**src/rtl/ldpair_pkg.sv**
```systemverilog
package ldpair_pkg;

    localparam int ASI_W = 8;
    localparam logic [ASI_W-1:0] ASI_QUAD_NATIVE  = 8'h24;
    localparam logic [ASI_W-1:0] ASI_QUAD_SWAPPED = 8'h2C;
    localparam logic [ASI_W-1:0] ASI_OPEN_FLOOR   = 8'h80;
    localparam logic [ASI_W-1:0] ASI_HYPER_FLOOR  = 8'h30;

    typedef enum logic [1:0] {
        TRAP_NONE    = 2'd0,
        TRAP_ILLEGAL = 2'd1,
        TRAP_PRIV    = 2'd2,
        TRAP_ALIGN   = 2'd3
    } trap_e;

    typedef enum logic [2:0] {
        ST_IDLE,
        ST_REQ,
        ST_WAIT,
        ST_WR_EVEN,
        ST_WR_ODD
    } state_e;

    typedef struct packed {
        logic quad;     // 64-bit reads, 16-byte alignment
        logic swap;     // byte-reverse each word
        logic single;   // destination 0: only the odd register
        logic screen;   // plain access, no memory work
    } plan_t;

    function automatic logic is_quad_asi(input logic [ASI_W-1:0] asi);
        return (asi == ASI_QUAD_NATIVE) || (asi == ASI_QUAD_SWAPPED);
    endfunction

    function automatic logic needs_priv(input logic [ASI_W-1:0] asi);
        return asi < ASI_OPEN_FLOOR;
    endfunction

    function automatic logic needs_hyper(input logic [ASI_W-1:0] asi);
        return (asi >= ASI_HYPER_FLOOR) && (asi < ASI_OPEN_FLOOR);
    endfunction

    // Highest-priority cause wins: illegal, then privilege, then alignment.
    function automatic trap_e pick_trap(input logic illegal,
                                        input logic no_priv,
                                        input logic misaligned);
        if (illegal)    return TRAP_ILLEGAL;
        if (no_priv)    return TRAP_PRIV;
        if (misaligned) return TRAP_ALIGN;
        return TRAP_NONE;
    endfunction

endpackage

```
**src/rtl/ldpair_decode.sv**
```systemverilog
module ldpair_decode
    import ldpair_pkg::*;
#(
    parameter int RD_W = 5
) (
    input  logic             pair,
    input  logic [3:0]       addr_lo,
    input  logic [ASI_W-1:0] asi,
    input  logic [RD_W-1:0]  rd,
    input  logic             priv,
    input  logic             hpriv,
    output trap_e            fault,
    output plan_t            plan
);

    logic quad;
    logic illegal;
    logic no_priv;
    logic misaligned;

    always_comb begin
        quad       = is_quad_asi(asi);
        // Plain accesses: only the quad identifiers are refused.
        // Paired accesses: an odd destination is refused.
        illegal    = pair ? rd[0] : quad;
        no_priv    = pair && ((needs_priv(asi) && !priv) ||
                              (needs_hyper(asi) && !hpriv));
        misaligned = pair && (quad ? (addr_lo != 4'd0)
                                   : (addr_lo[1:0] != 2'd0));
        fault      = pick_trap(illegal, no_priv, misaligned);

        plan.quad   = quad;
        plan.swap   = (asi == ASI_QUAD_SWAPPED);
        plan.single = (rd == '0);
        plan.screen = !pair;
    end

endmodule

```
**src/rtl/ldpair_bswap.sv**
```systemverilog
module ldpair_bswap #(
    parameter int DATA_W = 64
) (
    input  logic [DATA_W-1:0] din,
    output logic [DATA_W-1:0] dout
);

    localparam int BYTES = DATA_W / 8;

    for (genvar b = 0; b < BYTES; b++) begin : g_lane
        assign dout[8*b +: 8] = din[8*(BYTES-1-b) +: 8];
    end

endmodule

```
**src/rtl/ldpair_fsm.sv**
```systemverilog
module ldpair_fsm
    import ldpair_pkg::*;
#(
    parameter int ADDR_W = 64,
    parameter int DATA_W = 64,
    parameter int RD_W   = 5
) (
    input  logic              clk,
    input  logic              rst,
    input  logic              req_valid,
    input  logic [ADDR_W-1:0] req_addr,
    input  logic [RD_W-1:0]   req_rd,
    input  trap_e             fault,
    input  plan_t             plan,
    output logic              busy,
    output logic              done,
    output logic              trap_valid,
    output logic [1:0]        trap_code,
    output logic              mem_req_valid,
    output logic [ADDR_W-1:0] mem_req_addr,
    output logic              mem_req_size,
    input  logic              mem_rsp_valid,
    input  logic [DATA_W-1:0] mem_rsp_data,
    input  logic [DATA_W-1:0] mem_rsp_swapped,
    output logic              rf_we,
    output logic [RD_W-1:0]   rf_waddr,
    output logic [DATA_W-1:0] rf_wdata
);

    localparam int HALF_W = DATA_W / 2;
    localparam logic [ADDR_W-1:0] STEP_QUAD = ADDR_W'(DATA_W / 8);
    localparam logic [ADDR_W-1:0] STEP_HALF = ADDR_W'(HALF_W / 8);

    state_e            state_q;
    plan_t             plan_q;
    logic [ADDR_W-1:0] base_q;
    logic [RD_W-1:0]   rd_q;
    logic              upper_q;     // current read targets the odd register
    logic [DATA_W-1:0] word_even_q;
    logic [DATA_W-1:0] word_odd_q;
    logic              done_q;
    logic              trap_q;
    trap_e             code_q;

    logic [ADDR_W-1:0] step;
    logic [DATA_W-1:0] fetched;

    always_comb begin
        step = plan_q.quad ? STEP_QUAD : STEP_HALF;
        if (plan_q.quad)
            fetched = plan_q.swap ? mem_rsp_swapped : mem_rsp_data;
        else
            fetched = {{(DATA_W-HALF_W){1'b0}}, mem_rsp_data[HALF_W-1:0]};
    end

    always_ff @(posedge clk) begin
        if (rst) begin
            state_q     <= ST_IDLE;
            plan_q      <= '0;
            base_q      <= '0;
            rd_q        <= '0;
            upper_q     <= 1'b0;
            word_even_q <= '0;
            word_odd_q  <= '0;
            done_q      <= 1'b0;
            trap_q      <= 1'b0;
            code_q      <= TRAP_NONE;
        end else begin
            done_q <= 1'b0;
            trap_q <= 1'b0;
            code_q <= TRAP_NONE;
            unique case (state_q)
                ST_IDLE: begin
                    if (req_valid) begin
                        if (fault != TRAP_NONE) begin
                            trap_q <= 1'b1;
                            code_q <= fault;
                        end else if (plan.screen) begin
                            done_q <= 1'b1;
                        end else begin
                            plan_q  <= plan;
                            base_q  <= req_addr;
                            rd_q    <= req_rd;
                            upper_q <= plan.single;
                            state_q <= ST_REQ;
                        end
                    end
                end
                ST_REQ: state_q <= ST_WAIT;
                ST_WAIT: begin
                    if (mem_rsp_valid) begin
                        if (upper_q) begin
                            word_odd_q <= fetched;
                            state_q    <= plan_q.single ? ST_WR_ODD : ST_WR_EVEN;
                        end else begin
                            word_even_q <= fetched;
                            upper_q     <= 1'b1;
                            state_q     <= ST_REQ;
                        end
                    end
                end
                ST_WR_EVEN: state_q <= ST_WR_ODD;
                ST_WR_ODD: begin
                    state_q <= ST_IDLE;
                    done_q  <= 1'b1;
                end
                default: state_q <= ST_IDLE;
            endcase
        end
    end

    always_comb begin
        busy          = (state_q != ST_IDLE);
        done          = done_q;
        trap_valid    = trap_q;
        trap_code     = code_q;
        mem_req_valid = (state_q == ST_REQ);
        mem_req_addr  = base_q + (upper_q ? step : '0);
        mem_req_size  = plan_q.quad;
        rf_we         = (state_q == ST_WR_EVEN) || (state_q == ST_WR_ODD);
        rf_waddr      = (state_q == ST_WR_ODD) ? {rd_q[RD_W-1:1], 1'b1} : rd_q;
        rf_wdata      = (state_q == ST_WR_ODD) ? word_odd_q : word_even_q;
    end

    // register 0 is never a write target
    a_r9_no_reg0_write: assert property (@(posedge clk) disable iff (rst)
        rf_we |-> (rf_waddr != '0));

    // the even write is followed at once by the odd write of the pair
    a_r11_pair_order: assert property (@(posedge clk) disable iff (rst)
        (state_q == ST_WR_EVEN) |=> (rf_we && (rf_waddr == ($past(rf_waddr) + 1'b1))));

    // completion is a single-cycle pulse
    a_r12_done_pulse: assert property (@(posedge clk) disable iff (rst)
        done |=> !done);

    // a trap leaves the unit idle and never coincides with completion
    a_r10_trap_idle: assert property (@(posedge clk) disable iff (rst)
        trap_valid |-> (!busy && !done && !rf_we && !mem_req_valid));

    // quad-mode reads are always 8-byte aligned
    a_r6_quad_read_aligned: assert property (@(posedge clk) disable iff (rst)
        (mem_req_valid && mem_req_size) |-> (mem_req_addr[2:0] == 3'd0));

    // no write while a read is outstanding
    a_r11_reads_first: assert property (@(posedge clk) disable iff (rst)
        mem_req_valid |=> !rf_we);

endmodule

```
**src/rtl/ldpair_unit.sv**
```systemverilog
module ldpair_unit
    import ldpair_pkg::*;
#(
    parameter int ADDR_W = 64,
    parameter int DATA_W = 64,
    parameter int RD_W   = 5
) (
    input  logic              clk,
    input  logic              rst,
    input  logic              req_valid,
    input  logic              req_pair,
    input  logic [ADDR_W-1:0] req_addr,
    input  logic [7:0]        req_asi,
    input  logic [RD_W-1:0]   req_rd,
    input  logic              priv,
    input  logic              hpriv,
    output logic              busy,
    output logic              done,
    output logic              trap_valid,
    output logic [1:0]        trap_code,
    output logic              mem_req_valid,
    output logic [ADDR_W-1:0] mem_req_addr,
    output logic              mem_req_size,
    input  logic              mem_rsp_valid,
    input  logic [DATA_W-1:0] mem_rsp_data,
    output logic              rf_we,
    output logic [RD_W-1:0]   rf_waddr,
    output logic [DATA_W-1:0] rf_wdata
);

    trap_e             fault;
    plan_t             plan;
    logic [DATA_W-1:0] rsp_swapped;

    ldpair_decode #(.RD_W(RD_W)) u_decode (
        .pair    (req_pair),
        .addr_lo (req_addr[3:0]),
        .asi     (req_asi),
        .rd      (req_rd),
        .priv    (priv),
        .hpriv   (hpriv),
        .fault   (fault),
        .plan    (plan)
    );

    ldpair_bswap #(.DATA_W(DATA_W)) u_bswap (
        .din  (mem_rsp_data),
        .dout (rsp_swapped)
    );

    ldpair_fsm #(
        .ADDR_W (ADDR_W),
        .DATA_W (DATA_W),
        .RD_W   (RD_W)
    ) u_fsm (
        .clk             (clk),
        .rst             (rst),
        .req_valid       (req_valid),
        .req_addr        (req_addr),
        .req_rd          (req_rd),
        .fault           (fault),
        .plan            (plan),
        .busy            (busy),
        .done            (done),
        .trap_valid      (trap_valid),
        .trap_code       (trap_code),
        .mem_req_valid   (mem_req_valid),
        .mem_req_addr    (mem_req_addr),
        .mem_req_size    (mem_req_size),
        .mem_rsp_valid   (mem_rsp_valid),
        .mem_rsp_data    (mem_rsp_data),
        .mem_rsp_swapped (rsp_swapped),
        .rf_we           (rf_we),
        .rf_waddr        (rf_waddr),
        .rf_wdata        (rf_wdata)
    );

endmodule

```
**config.mk**
```make
export PLATFORM = sky130hd
export DESIGN_NAME = ldpair_unit
export DESIGN_NICKNAME = d
export VERILOG_FILES = /design/src/rtl/ldpair_pkg.sv /design/src/rtl/ldpair_decode.sv /design/src/rtl/ldpair_bswap.sv /design/src/rtl/ldpair_fsm.sv /design/src/rtl/ldpair_unit.sv
export SDC_FILE = /design/constraint.sdc
export NUM_CORES = 1
export LEC_CHECK = 0
export BUFFER_PORTS_ARGS = -buffer_cell sky130_fd_sc_hd__buf_2
export CORE_UTILIZATION = 50
export DETAILED_ROUTE_END_ITERATION = 12
export MAX_ROUTING_LAYER = met4
export PLACE_DENSITY_LB_ADDON = 0.08
export SLEW_MARGIN = 0
export SYNTH_ARGS = -nofsm -noshare
export SYNTH_HDL_FRONTEND = slang
export SYNTH_SLANG_ARGS = --single-unit
```
**constraint.sdc**
```tcl
create_clock -name clk -period 5.26 [get_ports clk]
set_clock_uncertainty 0.2 [all_clocks]
set_input_delay 1.052 -clock clk [delete_from_list [all_inputs] [get_ports clk]]
set_output_delay 1.052 -clock clk [all_outputs]
set_load 0.005 [all_outputs]
```
==> results.cfg <==
[outcome]
outcome = complete, no violations

[critical_path]
path_cells = nor2b_1 -> ha_1 -> inv_1 -> fa_1 -> nor2_1 -> nand4_2 -> nor3_1 -> xor2_1 -> buf_2
critPathSlowestCell = dfxtp_1
rr_startpoint = u_fsm.plan_q[2]$_SDFFE_PP0P_
path_delay_family = simple AND/OR/NAND/NOR gates
critPathCaptureType = output pin
cp.arrival_ns = 3.33
worst-path-buf-inv = 2
rr_worst_depth = 4
critPathMaxFanout = 10
crit_path_start = u_fsm.upper_q$_SDFFE_PP0P_
worst-path-stages = 9
setup.worst_path.class = flop to output pin
crit_path_max_incr_delay_ns = 0.54
regToRegSetupSlack_ns = 2.60
worstPathRequired_ns = 4.01
start_kind = flop

[drt]
drcViolationCount = 0
drt_iter0_drc = 440
dr_total_vias = 9271
dr.pass1.iters = 5
wire_per_inst_um = 15.8
drt-total-wl_um = 27900
vias_per_cell = 5.26
antenna_left = 0

[finish]
multiInputGateArea_mm2 = 0.00571
drive_above_1_share_pct = 30.7
final_common_cell = buf_2
final_area_mm2 = 0.0126
finish.utilization_pct = 61.9
fin_cells = 1764
area_growth_pct = 21.1
final_cell_mix = buf_2 (287), nand2_1 (280), dfxtp_1 (207), a21oi_1 (126), nor2_1 (92)
n_fill_cell = 1893
ff_latch_area_mm2 = 0.00417
nets = 1628

[pwr]
intPower_mw = 2.60
seq_power_share_pct = 47.5
leakagePower_nw = 5.30
peakVddDrop_mv = 0.215
totalPowerFinal_mw = 3.40
sw_frac_of_total_pct = 23.3
powerDensity_mw_per_mm2 = 270
switchingPower_uw = 791
combPwrFrac_pct = 6.1
power.share.clock_pct = 46.4

[placed_design]
place_inst = 1722
dpl_cell_area_mm2 = 0.0118
dpl.hpwl_um = 18700
place_ws_ns = 1.22
place.gp.congestion = 0.910
port_buffers = 288

[die]
fp.coreArea_mm2 = 0.0203
start_util_pct = 51.1
std_cell_rows = 52
dieWidth_um = 146
ios = 289
dieHeight_um = 146
die-area_mm2 = 0.0213

[clock_tree]
cts-resized-gates = 0
clkTransAtPathRegs_ns = 0.06
cts_num_sinks = 208
postCtsHoldBufs = 0
cts_setup_buffers = 0
insertion_delay_ns = 0.51
cts_root_buf = clkbuf_16
cts_max_level = 1
cts_buffers = 23
clk_path_buf_depth = 3
cts_tree = built

[sta]
finalSetupTns_ns = 0
fin_crit_sh_pct = 87.0
drv_slew = 0
relSlewSlack_pct = 25.5
fin_crit_ns = 4.58
fin_hold_ws_ns = 0.250
worst_slack_ns = 0.683
rsz0062_at_grt = no
finalHoldViolCount = 0
timing.fmax_mhz = 218
tightest_slew_ns = 1.12
setup_viol_count_final = 0

[synth]
avgSynthCellArea_um2 = 8.34
synth_cell_type_count = 55
syn_inst = 1245
synthesis.nets = 1396
ys_seq_area_share_pct = 40.1
yosysWarnings = 0
synth-seq-cells = 208
netlist_area_mm2 = 0.0104

[grt]
grt_use_total_pct = 26.1
grt_pass1_vias = 8525
grt_max_degree = 143
grt_pass1_wl_um = 44300
antenna_found_initial = 0
grt_overflow = 0

[hold_path]
hp-start = u_fsm.word_even_q[55]$_SDFFE_PP0P_
min_path_cells = 2
hold_class = flop to flop

[flow_run]
drv_cap = 0
[state kept, by name (all words and copies together) (netlist names)]
name	cells
u_fsm.base_q	64
u_fsm.done	1
u_fsm.mem_req_size	1
u_fsm.plan_q	2
u_fsm.rd_q	5
u_fsm.state_q	3
u_fsm.trap_code	2
u_fsm.trap_valid	1
u_fsm.upper_q	1
u_fsm.word_even_q	64
u_fsm.word_odd_q	64
[Yosys cell counts (all sizes together)]
cell type | instances | area, um2
o21ai | 2 | 13.8
buf | 38 | 249
inv | 21 | 78.8
nor2 | 92 | 345
nand3 | 20 | 105
a21boi | 2 | 18.8
ha | 2 | 25.0
a21oi | 137 | 727
and2 | 4 | 25.0
nand2 | 291 | 1120
a31oi | 3 | 18.8
and4 | 1 | 8.76
clkbuf | 54 | 203
nor3b | 3 | 22.5
nor3 | 23 | 171
nand3b | 2 | 15.0
nand4 | 18 | 165
or2 | 2 | 12.5
xnor2 | 28 | 245
a21bo | 2 | 20.0
nor2b | 33 | 206
nand2b | 5 | 31.3
nor4 | 15 | 134
o41ai | 1 | 8.76
and3 | 3 | 18.8
and3b | 1 | 8.76
dfxtp | 208 | 4160
a211o | 1 | 8.76
mux2 | 64 | 721
or3b | 3 | 26.3
o31ai | 1 | 7.51
a211oi | 65 | 488
xor2 | 32 | 280
fa | 1 | 20.0
o2111a | 1 | 11.3
or4b | 1 | 10.0
o21a | 1 | 7.51
mux2i | 64 | 641
[layout make-up]
type,instances,share of cell area (%)
inverters,21,0.627
flip-flops and latches,208,33.1
repair buffers,299,12.2
clock inverters,11,0.697
multi-input cells,924,45.5
well taps,270,2.69
diodes,1,0.0199
clock buffers,30,5.19
[worst reg2reg max path: stages (launching register included)]
cell and delay (ns):
dfxtp_2 0.31, buf_4 0.49, nand2_2 0.83, mux2i_1 0.54, a211oi_1 0.13
[path summary, 6_finish.rpt]
path | end
setup / recovery | mem_req_addr[38]
hold / removal | u_fsm.word_even_q[55]$_SDFFE_PP0P_
setup reg to reg | u_fsm.word_even_q[22]$_SDFFE_PP0P_
hold reg to reg | u_fsm.word_even_q[55]$_SDFFE_PP0P_
[power groups by stage]
stage | logic [mW] | registers, mW | clock network [mW]
floorplan | 0.104 | 1.64 | 0
global placement | 0.205 | 1.65 | 0
detailed placement | 0.206 | 1.65 | 0
CTS | 0.207 | 1.61 | 1.61
global route | 0.229 | 1.61 | 1.67
finish | 0.206 | 1.61 | 1.58
[layer usage]
layer  GRT usage [%]  wire [um]  share of wire [%]
met5               -          0                  0
met4            4.84        317                1.1
met3            3.97       1660                6.0
met2            41.7      12900                 46
met1            35.2      13000                 47
[cell families (layout without fill, tap and decap cells)]
family          Yosys count  after routing  share of synthesized area (%)
other cells               0              1                              0
buf+inv                 113            361                           5.11
mux                     128            128                           13.1
fa+ha+maj                 3              3                          0.434
simple gates            517            517                           23.3
xor+xnor                 60             60                           5.06
compound gates          216            216                           12.8
flops                   208            208                           40.1
Power figures use the tool's default switching activity.
